### config.mk
export PLATFORM = sky130hd
export DESIGN_NAME = corr_branch_predictor
export DESIGN_NICKNAME = d
export VERILOG_FILES = /design/src/rtl/cbp_pkg.sv /design/src/rtl/cbp_history.sv /design/src/rtl/cbp_counter_bank.sv /design/src/rtl/corr_branch_predictor.sv
export SDC_FILE = /design/constraint.sdc
export NUM_CORES = 1
export LEC_CHECK = 0
export BUFFER_PORTS_ARGS = -buffer_cell sky130_fd_sc_hd__buf_2
export CORE_UTILIZATION = 50
export DETAILED_ROUTE_END_ITERATION = 8
export PLACE_DENSITY = 0.78
export SLEW_MARGIN = 20
export SYNTH_ARGS = -nofsm -noshare
export SYNTH_HDL_FRONTEND = slang
export SYNTH_SLANG_ARGS = --single-unit
### constraint.sdc
create_clock -name clk -period 7.05 [get_ports clk]
set_input_delay 0.705 -clock clk [delete_from_list [all_inputs] [get_ports clk]]
set_output_delay 0.705 -clock clk [all_outputs]
set_load 0.05 [all_outputs]
### src/rtl/cbp_pkg.sv
package cbp_pkg;

    // Largest value an unsigned counter of the given width can hold.
    function automatic int unsigned ctr_ceiling(input int unsigned bits);
        return (1 << bits) - 1;
    endfunction

    // Value just below the taken threshold (01 for two-bit counters).
    function automatic int unsigned ctr_weak_nt(input int unsigned bits);
        return (1 << (bits - 1)) - 1;
    endfunction

endpackage

### src/rtl/cbp_history.sv
module cbp_history #(
    parameter int HIST_BITS = 3
) (
    input  logic                 clk,
    input  logic                 rst_n,
    input  logic                 shift_en,
    input  logic                 dir_in,
    output logic [HIST_BITS-1:0] hist_q
);

    generate
        if (HIST_BITS == 1) begin : g_single
            always_ff @(posedge clk or negedge rst_n) begin
                if (!rst_n)        hist_q <= 1'b0;
                else if (shift_en) hist_q <= dir_in;
            end
        end else begin : g_multi
            always_ff @(posedge clk or negedge rst_n) begin
                if (!rst_n)        hist_q <= '0;
                else if (shift_en) hist_q <= {hist_q[HIST_BITS-2:0], dir_in};
            end
        end
    endgenerate

endmodule

### src/rtl/cbp_counter_bank.sv
module cbp_counter_bank
    import cbp_pkg::*;
#(
    parameter int HIST_BITS = 3,
    parameter int IDX_BITS  = 4,
    parameter int CTR_BITS  = 2
) (
    input  logic                 clk,
    input  logic                 rst_n,
    input  logic [HIST_BITS-1:0] rd_tbl,
    input  logic [IDX_BITS-1:0]  rd_idx,
    output logic [CTR_BITS-1:0]  rd_ctr,
    input  logic                 wr_en,
    input  logic [HIST_BITS-1:0] wr_tbl,
    input  logic [IDX_BITS-1:0]  wr_idx,
    input  logic                 wr_up
);

    localparam int TABLES = 1 << HIST_BITS;
    localparam int DEPTH  = 1 << IDX_BITS;
    localparam logic [CTR_BITS-1:0] CMAX = CTR_BITS'(ctr_ceiling(CTR_BITS));
    localparam logic [CTR_BITS-1:0] CINIT = CTR_BITS'(ctr_weak_nt(CTR_BITS));

    logic [CTR_BITS-1:0] cnt_q [TABLES][DEPTH];
    logic [CTR_BITS-1:0] wr_old;
    logic [CTR_BITS-1:0] wr_next;

    assign rd_ctr = cnt_q[rd_tbl][rd_idx];
    assign wr_old = cnt_q[wr_tbl][wr_idx];

    // Saturating one-step move toward the resolved direction.
    always_comb begin
        if (wr_up) wr_next = (wr_old == CMAX) ? wr_old : wr_old + 1'b1;
        else       wr_next = (wr_old == '0)   ? wr_old : wr_old - 1'b1;
    end

    always_ff @(posedge clk or negedge rst_n) begin
        if (!rst_n) begin
            for (int t = 0; t < TABLES; t++)
                for (int e = 0; e < DEPTH; e++)
                    cnt_q[t][e] <= CINIT;
        end else if (wr_en) begin
            cnt_q[wr_tbl][wr_idx] <= wr_next;
        end
    end

endmodule

### src/rtl/corr_branch_predictor.sv
module corr_branch_predictor #(
    parameter int ADDR_W     = 32,
    parameter int HIST_BITS  = 3,
    parameter int IDX_BITS   = 4,
    parameter int CTR_BITS   = 2,
    parameter int ALIGN_BITS = 2
) (
    input  logic              clk,
    input  logic              rst_n,
    input  logic [ADDR_W-1:0] pred_addr,
    output logic              pred_taken,
    input  logic              upd_valid,
    input  logic [ADDR_W-1:0] upd_addr,
    input  logic              upd_taken
);

    logic [HIST_BITS-1:0] hist_q;
    logic [IDX_BITS-1:0]  pred_idx;
    logic [IDX_BITS-1:0]  upd_idx;
    logic [CTR_BITS-1:0]  pred_ctr;

    assign pred_idx = pred_addr[ALIGN_BITS +: IDX_BITS];
    assign upd_idx  = upd_addr[ALIGN_BITS +: IDX_BITS];

    cbp_history #(
        .HIST_BITS(HIST_BITS)
    ) u_hist (
        .clk     (clk),
        .rst_n   (rst_n),
        .shift_en(upd_valid),
        .dir_in  (upd_taken),
        .hist_q  (hist_q)
    );

    cbp_counter_bank #(
        .HIST_BITS(HIST_BITS),
        .IDX_BITS (IDX_BITS),
        .CTR_BITS (CTR_BITS)
    ) u_bank (
        .clk   (clk),
        .rst_n (rst_n),
        .rd_tbl(hist_q),
        .rd_idx(pred_idx),
        .rd_ctr(pred_ctr),
        .wr_en (upd_valid),
        .wr_tbl(hist_q),
        .wr_idx(upd_idx),
        .wr_up (upd_taken)
    );

    assign pred_taken = pred_ctr[CTR_BITS-1];

endmodule

# Word-level counts from Yosys, hierarchy flattened
# Cells that the tools add are included.
[totals]
out_inout_bits = 1
ff_bits = 259
inputBits = 68
word_cells = 160
[op_classes]
magnitude_cmp = 5
n_eq_ne = 1
bitwise_logic = 3
n_mux = 17
reduce_logical = 3
addsub = 2
[ops]
columns = ["operator", "n"]
rows = [
  ["bitwise mux 256 bit", 1],
  ["binary-select mux 32 bit (select 3 bit)", 1],
  ["demux 32 bit (select 3 bit)", 1],
  ["2-to-1 mux 32 bit", 3],
  ["binary-select mux 2 bit (select 4 bit)", 2],
  ["2-to-1 mux 2 bit", 8],
  [">= comparator 5 bit, second input constant", 2],
  ["inverter 4 -> 5 bit", 2],
  ["demux 2 bit (select 4 bit)", 1],
  ["less-than comparator 5 x 1 -> 1 bit, second input constant", 1],
  [">= comparator 4 bit, second input constant", 1],
  ["less-than comparator 4 x 1 -> 1 bit, second input constant", 1],
  ["inverter 3 -> 4 bit", 1],
  ["adder 2 x 1 -> 2 bit, second input constant", 1],
  ["== test 2 bit, second input constant", 1],
  ["logical AND 1 bit", 2],
  ["logical NOT 2 bit", 1],
  ["subtractor 2 x 1 -> 2 bit, second input constant", 1],
]

# Logic depth before layout (Yosys ltp)
# Gate-level depths: netlist of run 1.
[logic_depth]
ltp_word = 11
mapped_depth = 15
mapped_depth_nobuf = 8

# Cells and area by module
# A second synthesis of run 1 with hierarchy kept.
[hier_totals]
cells_unflattened = 1367
hier_area_um2 = 14704.1
[modules_own_cells]
columns = ["mod", "area_each_um2", "cells_each", "seq_area_each_um2", "n_inst"]
rows = [
  ["cbp_counter_bank", 14595.2, 1361, 6566.3, 1],
  ["cbp_history", 108.9, 6, 75.1, 1],
]

# Least setup slack after synthesis of run 1
# No wires, ideal clock.
[synth_timing]
path_kind = "register -> output"
startpoint = "register u_hist.hist_q[0]"
endpoint = "output port pred_taken"
path_buffers = 2
arrival_time_ps = 2887
stages_incl_launch_ff = 9
t_required_ps = 6345
path_slack_ps = 3458
path_cell_list = "dfrtp_1 -> buf_6 -> buf_8 -> nor3_2 -> a222oi_1 -> mux4_2 -> nand2_1 -> o21ai_0 -> o21ai_0"
[synth_between]
elab_chain_len = 7
[synth_rtl]
columns = ["element", "line", "source"]
rows = [
  ["from (decl)", "cbp_history.sv:8", "output logic [HIST_BITS-1:0] hist_q"],
  ["from (signal assigned)", "cbp_history.sv:20", "else if (shift_en) hist_q <= {hist_q[HIST_BITS-2:0], dir_in};"],
  ["inverter 3 -> 4 bit (not written as such)", "cbp_counter_bank.sv:28", "assign rd_ctr = cnt_q[rd_tbl][rd_idx];"],
  ["binary-select mux 32 bit (select 3 bit)", "cbp_counter_bank.sv:28", ""],
  ["2-to-1 mux 32 bit (not written as such) (2 in a row)", "cbp_counter_bank.sv:28", ""],
  ["binary-select mux 2 bit (select 4 bit)", "cbp_counter_bank.sv:28", ""],
  ["2-to-1 mux 2 bit (not written as such) (2 in a row)", "cbp_counter_bank.sv:28", ""],
  ["to (decl)", "corr_branch_predictor.sv:11", "output logic pred_taken,"],
]
# Every way passes these cells. The select of a mux whose other input is x is not followed.

# Worst setup path in the final report of run 1
[layout_timing]
startpoint = "register u_hist.hist_q[1]"
endpoint = "register u_bank.cnt_q[58] (netlist bit)"
[layout_between]
elab_chain_len = 11
word_cells_on_any_way = 20
classes_between = "add/sub: 2; order compare: 2; eq/ne: 1; mux: 12; bitwise: 1; reduce/logical: 2"
[layout_rtl]
columns = ["element", "line", "source"]
rows = [
  ["inverter 3 -> 4 bit (not written as such) (*)", "cbp_counter_bank.sv:29, cbp_counter_bank.sv:43", ""],
  ["binary-select mux 32 bit (select 3 bit)", "cbp_counter_bank.sv:29", "assign wr_old = cnt_q[wr_tbl][wr_idx];"],
  ["2-to-1 mux 32 bit (not written as such) (2 in a row)", "cbp_counter_bank.sv:29", ""],
  ["binary-select mux 2 bit (select 4 bit)", "cbp_counter_bank.sv:29", ""],
  ["2-to-1 mux 2 bit (not written as such) (2 in a row)", "cbp_counter_bank.sv:29", ""],
  ["subtractor 2 x 1 -> 2 bit (tied with other cells)", "cbp_counter_bank.sv:34", "else wr_next = (wr_old == '0) ? wr_old : wr_old - 1'b1;"],
  ["2-to-1 mux 2 bit (on tied branches)", "cbp_counter_bank.sv:34, cbp_counter_bank.sv:33", ""],
  ["2-to-1 mux 2 bit", "cbp_counter_bank.sv:33", "if (wr_up) wr_next = (wr_old == CMAX) ? wr_old : wr_old + 1'b1;"],
  ["bitwise mux 256 bit (*)", "cbp_counter_bank.sv:43", "cnt_q[wr_tbl][wr_idx] <= wr_next;"],
  ["to (signal, indexed assignment)", "cbp_counter_bank.sv:43", ""],
  ["to (decl)", "cbp_counter_bank.sv:24", "logic [CTR_BITS-1:0] cnt_q [TABLES][DEPTH];"],
]
# Mark *: on every way between the ends. The rest lies on a longest branch, timed or not. The select of a mux whose other input is x is not followed.
# A chain may end at the register's enable or synchronous reset.

==> results.md, run 1 <==
- Ports: 69
- Cells after DPL: between 1,500 and 2,000
- Final net count: 1,317
- Synth unique cells: 53
- Fmax: 204.5 MHz
- Post-synthesis sequential area ratio: 0.5340
- Syn Area/Cell: around 9.9 um2
- Synth Cell Area: between 0.01 and 0.015 mm2
- Max Slew Vio Count: 0
- Worst EP arrival: between 5 and 6 ns
- Status: complete, no violations
- Leakage: 5.278 nW
- Clk pwr share: 0.395
- Via total after detailed routing: 9,509
- Port Buffer Count: 12
- Number of synthesized flops with an enable pin: 0
- Min cycle time layout: 4.890 ns
- Seq cells post-synth: around 260
- WP data required: between 7 and 8 ns
- Starting Density: 0.5100
- Row count: 57
- Synth Flop Type: dfrtp_1
- TritonCTS clock tree: done
- WS Path Type: reg -> reg
- GR Util All Layers: 0.2533
- Final wirelength: approximately 32,000 um
- Clock Latency Late Sink: roughly 0.54 ns
- First-pass GRT wire length: 51,320 um
- Sw power: roughly 1.1 mW
- Sequential power share: 0.461
- Die width: roughly 160 um
- Setup Viol. Count Final: 0
- Num Clock Sinks: around 260
- Post-route insts no fill: 1,594
- Final routed DRC violation total: 0
- CTS Hold Buffers Added: 0
- R2R setup slack: between 2 and 2.5 ns
- RR Endpoint: u_bank.cnt_q[58]$_DFFE_PN1P_
- CTS resizes: 0
- H-tree Lvls: 1
- DPL Wire Length: 19,510 um
- Async SR Flop Fraction: 1.000
- Die Y: 159.7 um
- Register Area: ~0.0066 mm2
- Clock Skew: around 0.011 ns
- Pwr Total: roughly 4 mW
- Combinational Power Share: 0.143
- Critical-path maximum fanout: just over 90
- Share of layout cells above drive strength 1: 0.2199
- Worst setup endpoint: u_bank.cnt_q[58]$_DFFE_PN1P_
- Slew at the pin closest to its max-slew limit: 1.198 ns
- Total congestion overflow: 0
- Final worst path period share: 0.6936
- Vias in the first global route: around 9,400
- Initial drt markers: just over 1,000
- Min-delay worst type: in -> async
- Die area: between 0.02 and 0.03 mm2
- Yosys Warn Count: 0
- FF-to-FF path depth: 10
- Global placement routability congestion: 0.8868
- Max-Cap Viols: 0
- Slew headroom: 0.2000
- Worst Setup Start Kind: register
- CTS max path bufs: 3
- Internal Pwr Total: 2.881 mW
- Peak supply drop: roughly 180 uV
- Sw Share: 0.2700
- Worst r2r src: u_hist.hist_q[1]$_DFFE_PN0P_
- Hold WS: approximately 0.1 ns
- Postcts setup bufs: 0
- Wirelength per Cell: 19.89 um
- Synth Instances: 1,260
- Largest net degree at the start of global routing: 203
- Post-synth net total: around 1,300
- CP endpoint kind: register
- RSZ-0062 raised after global routing: false
- Fill cells: roughly 2,000
- Multi-input gate area: approximately 0.0053 mm2
- Antenna violations before repair: 1
- Design area: ~0.014 mm2
- Area growth syn-to-layout: 9.416%
- Power Dens Cells: roughly 290 mW/mm2
- Cell Area, Placed: ~0.013 mm2
- Worst Setup SP: u_hist.hist_q[1]$_DFFE_PN0P_
- Clk pin slew, worst setup/hold paths: approximately 0.060 ns
- Antenna-violating nets left: 0
- Fin Setup TNS: 0 ns
- Final Hold Vio Count: 0
- CTS root buffer: clkbuf_16
- Core area: ~0.024 mm2
- First drt pass iteration count: 6
- Routed vias/inst: 5.965
- CTS Buf Count: 27
critical path: stages, from the launching register on:
cell and delay, ns:
dfrtp_4 0.91, buf_4 0.56, nor2b_1 0.43, a221oi_1 0.15, o21ai_0 0.34, nand2_1 0.10, a211oi_1 0.39, o41a_1 0.24
maj3_4 0.92, buf_4 0.53, o21ai_0 0.17
how the worst min path moves through the flow:
stage                                        from  cells after the start                            end
floorplan                                   rst_n                      0  u_bank.cnt_q[101]$_DFFE_PN0P_
global placement    u_bank.cnt_q[174]$_DFFE_PN1P_                      2  u_bank.cnt_q[174]$_DFFE_PN1P_
detailed placement    u_bank.cnt_q[0]$_DFFE_PN1P_                      2    u_bank.cnt_q[0]$_DFFE_PN1P_
CTS                                         rst_n                      1  u_bank.cnt_q[177]$_DFFE_PN0P_
global route                                rst_n                      1  u_bank.cnt_q[103]$_DFFE_PN0P_
finish                                      rst_n                      1    u_bank.cnt_q[7]$_DFFE_PN0P_
registers in the layout, summed over array words and instances, names as in the netlist:
register	count
u_hist.hist_q	3
u_bank.cnt_q	256
stage by stage:
step | setup WS [ns] | util
after floorplan | 3.458 | -
after global placement | 2.250 | 0.5168
after detailed placement | 2.233 | 0.5168
after CTS | 2.226 | 0.5567
after global routing | 1.830 | 0.5580
final | 2.160 | 0.5580
cell usage after synthesis (3+ instances only):
master / count / area (um2)
o21ai_0: 131 / 655.6
nor2b_1: 8 / 50.05
inv_2: 3 / 11.26
a21oi_1: 8 / 40.04
nand3_1: 13 / 65.06
a31oi_1: 3 / 18.77
and2_1: 4 / 25.02
a221o_1: 6 / 60.06
a211oi_1: 6 / 45.04
nand2_1: 409 / 1535
buf_6: 17 / 191.4
nor3_2: 4 / 40.04
mux4_2: 31 / 698.2
o2bb2ai_1: 5 / 43.79
o21ai_2: 17 / 148.9
dfstp_2: 128 / 3363
clkbuf_1: 23 / 86.33
buf_4: 11 / 82.58
a22oi_1: 12 / 90.09
nor3_1: 6 / 30.03
nor2_1: 28 / 105.1
o21ai_1: 123 / 615.6
mux2i_1: 41 / 410.4
o31ai_1: 3 / 22.52
and3_1: 4 / 25.02
nand3b_1: 3 / 22.52
mux2_2: 15 / 168.9
nand2b_1: 6 / 37.54
dfrtp_1: 131 / 3278
a221oi_1: 14 / 122.6
buf_2: 19 / 95.09
power groups by stage:
stage | registers (mW) | clock network [mW] | logic [mW]
global route | 1.84 | 1.64 | 0.621
CTS | 1.82 | 1.58 | 0.559
finish | 1.82 | 1.56 | 0.566
global placement | 1.83 | 0 | 0.542
floorplan | 1.78 | 0 | 0.441
detailed placement | 1.84 | 0 | 0.558
cells in the final DEF, fill, tap and decap left out, types with 6 or more instances in the layout:
cell / n
a221o_1: 6
a221oi_1: 14
dfstp_2: 128
buf_2: 11
nor2b_1: 8
mux2i_1: 41
mux4_2: 31
o21ai_0: 131
o21ai_2: 17
nand2_1: 409
o21ai_1: 123
mux2_2: 15
clkbuf_16: 27
nor2_1: 28
nand3_1: 13
bufinv_16: 6
a22oi_1: 12
a211oi_1: 6
nor3_1: 6
clkbuf_1: 7
a21oi_1: 8
dfrtp_1: 128
nand2b_1: 6
buf_4: 18
kinds of logic (layout without fill, tap and decap cells):
family | after synthesis | count (layout) | share of synthesized area
and+or+nand+nor | 491 | 491 | 0.1595
AOI/OAI and AO/OA | 343 | 343 | 0.1602
DFF | 259 | 259 | 0.5340
muxes | 88 | 88 | 0.1048
buffers and inverters | 77 | 86 | 0.03963
adders and majority gates | 2 | 2 | 0.001811
other | 0 | 1 | 0
metal layers:
layer | vias to the layer above | part of all wire | track usage
met4 | 0 | 0.034 | 0.1014
li1 | 4403 | - | -
met1 | 4621 | 0.41 | 0.3491
met5 | - | 0 | 0
met3 | 84 | 0.089 | 0.04727
met2 | 401 | 0.46 | 0.3972
layout make-up:
type / instances / share of cell area
diodes: 1 / 0.0001839
clock buffers: 39 / 0.05663
clock inverters: 10 / 0.01489
inverters: 5 / 0.001379
multi-input cells: 924 / 0.3901
flip-flops and latches: 259 / 0.4885
well taps: 324 / 0.02979
repair buffers: 32 / 0.01857
No activity file was read; power rests on OpenSTA's default activity.
==> inputs of run 2 (changes only) <==
- PLACE_DENSITY: 0.78 -> 0.81
- clock period: 7.05 -> 4.4 ns (I/O delays scaled with it)
==> run 2 against run 1 <==
Worst setup slack worse by 1.9 ns; final cell count is 1.3% higher; count of clock-buffer cells in the layout is 2 lower; cell area is 1.3% higher; sequential share of layout area is 0.60 points lower; utilization is 0.70 points higher; sequential cell count stayed put; hold slack better by 0.12 ns; die area stayed put; register-to-register slack worse by 1.7 ns; via count is 2.4% higher; clock skew is 0.0067 ns higher; critical endpoint is now pred_taken.
==> results.md, run 2 (synthesis gave the netlist of run 1 again) <==
- Most frequent cells in the layout: nand2_1 (409), o21ai_0 (131), dfstp_2 (128), dfrtp_1 (128), o21ai_1 (123)
- Max-Cap Viols: 0 (unchanged)
- Sequential power share: 0.466 (+0.005)
- Routed vias/inst: 6.031 (+1.1%)
- Num Clock Sinks: 259 (unchanged)
- GR Util All Layers: 0.2594 (+0.006074)
- Antenna-violating nets left: 0 (unchanged)
- Final net count: 1,339 (+1.7%)
- Commonest non-fill, non-tap cell in the layout: nand2_1
- Power Dens Cells: 451.8 mW/mm2 (+56%)
- Largest net degree at the start of global routing: 92 (-55%)
- Clk pwr share: 0.375 (-0.020)
- Combinational Power Share: 0.159 (+0.016)
- Postcts setup bufs: 0 (unchanged)
- DPL Wire Length: 21,030 um (+7.8%)
- Global placement routability congestion: 0.9704 (+9.4%)
- Top routing layer used: met4
- Ports: 69 (unchanged)
- Initial drt markers: 1,082 (+6.4%)
- WS Path Type: reg -> out
- Final routed DRC violation total: 0 (unchanged)
- Final wirelength: 32,380 um (+2.1%)
- Min cycle time layout: a little over 4 ns
- Fin Setup TNS: 0 ns (unchanged)
- Clock Skew: 0.01767 ns (+0.006724 ns)
- Critical-path maximum fanout: 33 (-64%)
- CTS root buffer: clkbuf_16
- Total congestion overflow: 0 (unchanged)
- Row count: 57 (unchanged)
- Fmax: ~240 MHz
- Sw power: 1.728 mW (+62%)
- CTS Buf Count: 26 (-3.7%)
- Largest Register: u_bank.cnt_q
- Final worst path period share: 0.9306
- Worst EP arrival: 3.65 ns (-1.68 ns)
- Top flop regs: u_bank.cnt_q (256), u_hist.hist_q (3)
- Pwr Total: 6.225 mW (+58%)
- Peak supply drop: 295.5 uV (+61%)
- Clock Latency Late Sink: 0.53 ns (about the same)
- Setup Viol. Count Final: 0 (unchanged)
- TritonCTS clock tree: done
- Critical Path Slowest Stage Cell: dfrtp_4
- Worst Setup Start Kind: register
- Die Y: 159.7 um (unchanged)
- Area growth syn-to-layout: 10.78%
- Internal Pwr Total: 4.498 mW (+56%)
- Sw Share: 0.2775 (+0.007504)
- Met2 wire length: 15,000 um (+1.8%)
- Core area: 0.02439 mm2 (unchanged)
- Post-layout util: 0.5649 (+0.006976)
- Crit path top cell by count: o21ai_0
- Status: complete, no violations
- Leakage: 5.384 nW (+2.0%)
- Routed wl met3: 2720 um (-3.9%)
- N_diodes: 0 (-1)
- Share of layout cells above drive strength 1: 0.2341 (+0.01425)
- RSZ-0062 raised after global routing: false
- Starting Density: 0.5100 (unchanged)
- First drt pass iteration count: 5 (-1)
- Vias in the first global route: 9,763 (+3.3%)
- WP data required: 3.96 ns (-3.53 ns)
- CP endpoint kind: output pin
- Cell Chain, Critical Path: mux2_2 > a221o_1 > a222oi_1 > mux4_2 > nand2_1 > o21ai_0 > o21ai_0 > buf_2
- CTS max path bufs: 3 (unchanged)
- Via total after detailed routing: 9,734 (+2.4%)
- Largest register FFs: 256 (unchanged)
- H-tree Lvls: 1 (unchanged)
- Wirelength per Cell: 20.06 um (+0.87%)
- CP max stage delay: 0.79 ns (-0.13 ns)
- Slew headroom: 0.4023 (+0.2023)
- Die area: 0.02551 mm2 (unchanged)
- Wire length on met1: 13,380 um (+2.4%)
- Die width: 159.7 um (unchanged)
- Antenna violations before repair: 0 (-1)
- Slew at the pin closest to its max-slew limit: 0.8933 ns (-0.3042 ns)
- Hold WS: 0.2151 ns (+0.1154 ns)
- Max Slew Vio Count: 0 (unchanged)
- Min-delay worst type: in -> reg
- Final Hold Vio Count: 0 (unchanged)
- Port Buffer Count: 12 (unchanged)
- Clk pin slew, worst setup/hold paths: 0.07 ns (about the same)
- First-pass GRT wire length: 52,740 um (+2.8%)
==> run 2: cell count changes in the layout (fill, tap and decap cells not counted), sizes merged <==
cell / delta
buf: +22
bufinv: -3
clkbuf: -2
clkinv: +2
clkinvlp: +1
diode: -1
dlygate4sd3: +1
==> run 2: cell type report <==
type / count / area (um2)
timing repair buffer: 55 / 495.5
clock buffer: 37 / 773.2
multi-input combinational: 924 / 5309
fill: 2033 / 10610
inverter: 5 / 18.77
sequential: 259 / 6648
tap: 324 / 405.4
clock inverter: 10 / 130.1
==> run 2: metal layers <==
layer,up-vias,track usage
met4,0,0.1075
met5,-,0
met2,478,0.4145
met3,102,0.04364
met1,4702,0.3524
li1,4452,-
==> run 2: path summary, 6_finish.rpt <==
path | cells after the start | to | from | slack, ns
setup / recovery | 8 | pred_taken | u_hist.hist_q[1]$_DFFE_PN0P_ | 0.31
hold / removal | 3 | u_hist.hist_q[0]$_DFFE_PN0P_ | upd_taken | 0.22
setup reg to reg | 9 | u_bank.cnt_q[43]$_DFFE_PN0P_ | u_hist.hist_q[1]$_DFFE_PN0P_ | 0.48
hold reg to reg | 2 | u_bank.cnt_q[186]$_DFFE_PN1P_ | u_bank.cnt_q[186]$_DFFE_PN1P_ | 0.46
max in group asynchronous | 3 | u_bank.cnt_q[28]$_DFFE_PN1P_ | rst_n | 2.90
min in group asynchronous | 2 | u_bank.cnt_q[137]$_DFFE_PN0P_ | rst_n | 0.47
==> run 2: power by group through the flow <==
stage	Clock (mW)	Sequential (mW)	Combinational, mW
floorplan	0	2.85	0.707
global placement	0	2.92	0.945
detailed placement	0	2.93	0.977
CTS	2.35	2.90	0.979
global route	2.45	2.93	1.07
finish	2.33	2.90	0.991
==> run 2: worst max-delay path: cells and delay by family, from the launching register on <==
kind / cells / cell delay, ns
buffers and inverters: 1 / 0.22
AO/OA/AOI/OAI: 4 / 1.30
multiplexers: 2 / 0.76
flip-flops: 1 / 0.79
AND/OR/NAND/NOR: 1 / 0.05
==> run 2: through the flow <==
step	setup slack, ns	instance area [um2]	std cells
6_report	0.3054	13780	1614
5_1_grt	0.2462	13780	1614
4_1_cts	0.3775	13780	1614
3_5_place_dp	0.5776	12870	1566
3_3_place_gp	0.7329	12870	1566
2_1_floorplan	1.073	12440	1260
==> run 2: timing repair <==
| item | CTS | global route |
|---|---|---|
| hold buffers | 1 | 0 |
| resized for setup | 0 | 0 |
| endpoints found under the hold margin | 42 | 0 |
==> inputs of run 3 (changes only) <==
- CTS_BUF_LIST: not set -> sky130_fd_sc_hd__clkbuf_2 sky130_fd_sc_hd__clkbuf_4 sky130_fd_sc_hd__clkbuf_8
==> run 3 against run 2 <==
Count of clock-buffer cells in the layout up 36; critical endpoint unchanged; clock skew up 0.0094 ns; non-clock buffer count is the same; worst setup slack worse by 0.028 ns.
==> results.md, run 3 (synthesis gave the netlist of run 1 again) <==
- CTS Hold Buffers Added: 1 (unchanged)
- Combinational Power Share: 0.160 (about the same)
- Largest register FFs: 256 (unchanged)
- RSZ-0062 raised after global routing: false
- Min-delay worst type: in -> reg
- Area growth syn-to-layout: 11.30%
- Final routed DRC violation total: 0 (unchanged)
- Setup WS pre-CTS: 0.5776 ns (unchanged)
- Power Dens Cells: 449.9 mW/mm2 (-0.42%)
- Worst Setup Start Kind: register
- Postcts setup bufs: 0 (unchanged)
- Critical-path maximum fanout: 33 (unchanged)
- Setup Viol. Count Final: 0 (unchanged)
- Clk pwr share: 0.374 (about the same)
- CP max stage delay: 0.80 ns (about the same)
- Internal Pwr Total: 4.451 mW (-1.0%)
- DPL Wire Length: 21,030 um (unchanged)
- Sequential power share: 0.466 (about the same)
- Largest net degree at the start of global routing: 92 (unchanged)
- Leakage: 5.453 nW (+1.3%)
- Cells after DPL: 1,566 (unchanged)
- CTS root buffer: clkbuf_8
- Antenna-violating nets left: 0 (unchanged)
- H-tree Lvls: 2 (+1)
- WP data required: 3.96 ns (about the same)
- Share of layout cells above drive strength 1: 0.2562 (+0.02213)
- Final worst path period share: 0.9369 (+0.006348)
- Cell Chain, Critical Path: mux2_2 > a221o_1 > a222oi_1 > mux4_2 > nand2_1 > o21ai_0 > o21ai_0 > buf_2
- Global placement routability congestion: 0.9704 (unchanged)
- Via total after detailed routing: 9,824 (+0.92%)
- Clk pin slew, worst setup/hold paths: 0.07 ns (about the same)
- CTS resizes: 0 (unchanged)
- Status: complete, no violations
- CP endpoint kind: output pin
- Ports: 69 (unchanged)
- Multi-input gate area: 0.005309 mm2 (unchanged)
- WS Path Type: reg -> out
- Die width: 159.7 um (unchanged)
- Antenna violations before repair: 0 (unchanged)
- TritonCTS clock tree: done
- Die area: 0.02551 mm2 (unchanged)
- Final net count: 1,356 (+1.3%)
- Vias in the first global route: 9,953 (+1.9%)
- Register Area: 0.006648 mm2 (unchanged)
- Pwr Total: 6.228 mW (about the same)
- Crit path top cell by count: o21ai_0
- Routed vias/inst: 5.965 (-1.1%)
- Clock Latency Late Sink: 0.57 ns (+0.04 ns)
- Slew headroom: 0.5068 (+0.1046)
- CTS max path bufs: 3 (unchanged)
- Total congestion overflow: 0 (unchanged)
- First-pass GRT wire length: 53,300 um (+1.0%)
- Max Slew Vio Count: 0 (unchanged)
- Max-Cap Viols: 0 (unchanged)
- Sw Share: 0.2853 (+0.007730)
- GR Util All Layers: 0.2645 (+0.005082)
- Final wirelength: 32,790 um (+1.2%)
- First drt pass iteration count: 6 (+1)
- Peak supply drop: 270.1 uV (-8.6%)
- Port Buffer Count: 12 (unchanged)
- Most frequent cells in the layout: nand2_1 (409), o21ai_0 (131), dfstp_2 (128), dfrtp_1 (128), o21ai_1 (123)
- Starting Density: 0.5100 (unchanged)
- Row count: 57 (unchanged)
- N_diodes: 0 (unchanged)
- Worst EP arrival: 3.68 ns (+0.03 ns)
- Critical Path Slowest Stage Cell: dfrtp_4
- Core area: 0.02439 mm2 (unchanged)
- Sw power: 1.776 mW (+2.8%)
- Die Y: 159.7 um (unchanged)
- Slew at the pin closest to its max-slew limit: 0.7370 ns (-0.1563 ns)
- Final Worst Setup Slack: 0.2774 ns (-0.02793 ns)
- Fin Setup TNS: 0 ns (unchanged)
- Top flop regs: u_bank.cnt_q (256), u_hist.hist_q (3)
- Final Hold Vio Count: 0 (unchanged)
- Clock Skew: 0.02706 ns (+0.009384 ns)
- CTS Buf Count: 43 (+65%)
- Commonest non-fill, non-tap cell in the layout: nand2_1
- Initial drt markers: 1,149 (+6.2%)
- Fill cells: 2,058 (+1.2%)
- Min cycle time layout: 4.123 ns (+0.02793 ns)
- Hold WS: 0.1803 ns (-0.03477 ns)
- Fmax: 242.6 MHz (-0.68%)
- Num Clock Sinks: 259 (unchanged)
- Largest Register: u_bank.cnt_q
- Post-route insts no fill: 1,647 (+2.0%)
- Wirelength per Cell: 19.91 um (-0.78%)
## run 3: worst max-delay path: cells and delay by family (launching register included)
family | cells | cell delay, ns
mux | 2 | 0.76
compound gates | 4 | 1.28
flops | 1 | 0.80
simple gates | 1 | 0.06
buf+inv | 1 | 0.22
## run 3: layer usage
| layer | vias to the layer above | part of all wire | track usage |
|---|---|---|---|
| li1 | 4481 | - | - |
| met1 | 4735 | 0.40 | 0.3501 |
| met2 | 502 | 0.46 | 0.4121 |
| met3 | 106 | 0.097 | 0.06442 |
| met4 | 0 | 0.039 | 0.1219 |
| met5 | - | 0 | 0 |
## run 3: layout make-up
type,count,area share
multi-input cells,924,0.3835
clock inverters,7,0.004971
well taps,324,0.02928
repair buffers,55,0.03579
inverters,5,0.001356
clock buffers,73,0.06490
flip-flops and latches,259,0.4802
## run 3: worst paths after layout
path	startpoint	depth (start not counted)	endpoint	slack, ns
max in group asynchronous	rst_n	3	u_bank.cnt_q[132]$_DFFE_PN1P_	2.94
worst max-delay path	u_hist.hist_q[1]$_DFFE_PN0P_	8	pred_taken	0.28
worst max register to register	u_hist.hist_q[1]$_DFFE_PN0P_	9	u_bank.cnt_q[43]$_DFFE_PN0P_	0.49
worst min register to register	u_bank.cnt_q[186]$_DFFE_PN1P_	2	u_bank.cnt_q[186]$_DFFE_PN1P_	0.46
min in group asynchronous	rst_n	2	u_bank.cnt_q[137]$_DFFE_PN0P_	0.47
worst min-delay path	upd_taken	3	u_hist.hist_q[0]$_DFFE_PN0P_	0.18
## run 3: power groups by stage
stage	registers [mW]	logic (mW)	clock network, mW
floorplan	2.85	0.707	0
global placement	2.92	0.945	0
detailed placement	2.93	0.977	0
CTS	2.90	0.982	2.35
global route	2.93	1.08	2.46
finish	2.90	0.994	2.33
## run 3: stage by stage
| stage | utilization | cell area (um2) |
|---|---|---|
| 2_1_floorplan | - | 12440 |
| 3_3_place_gp | 0.5275 | 12870 |
| 3_5_place_dp | 0.5275 | 12870 |
| 4_1_cts | 0.5676 | 13840 |
| 5_1_grt | 0.5676 | 13840 |
| 6_report | 0.5676 | 13840 |
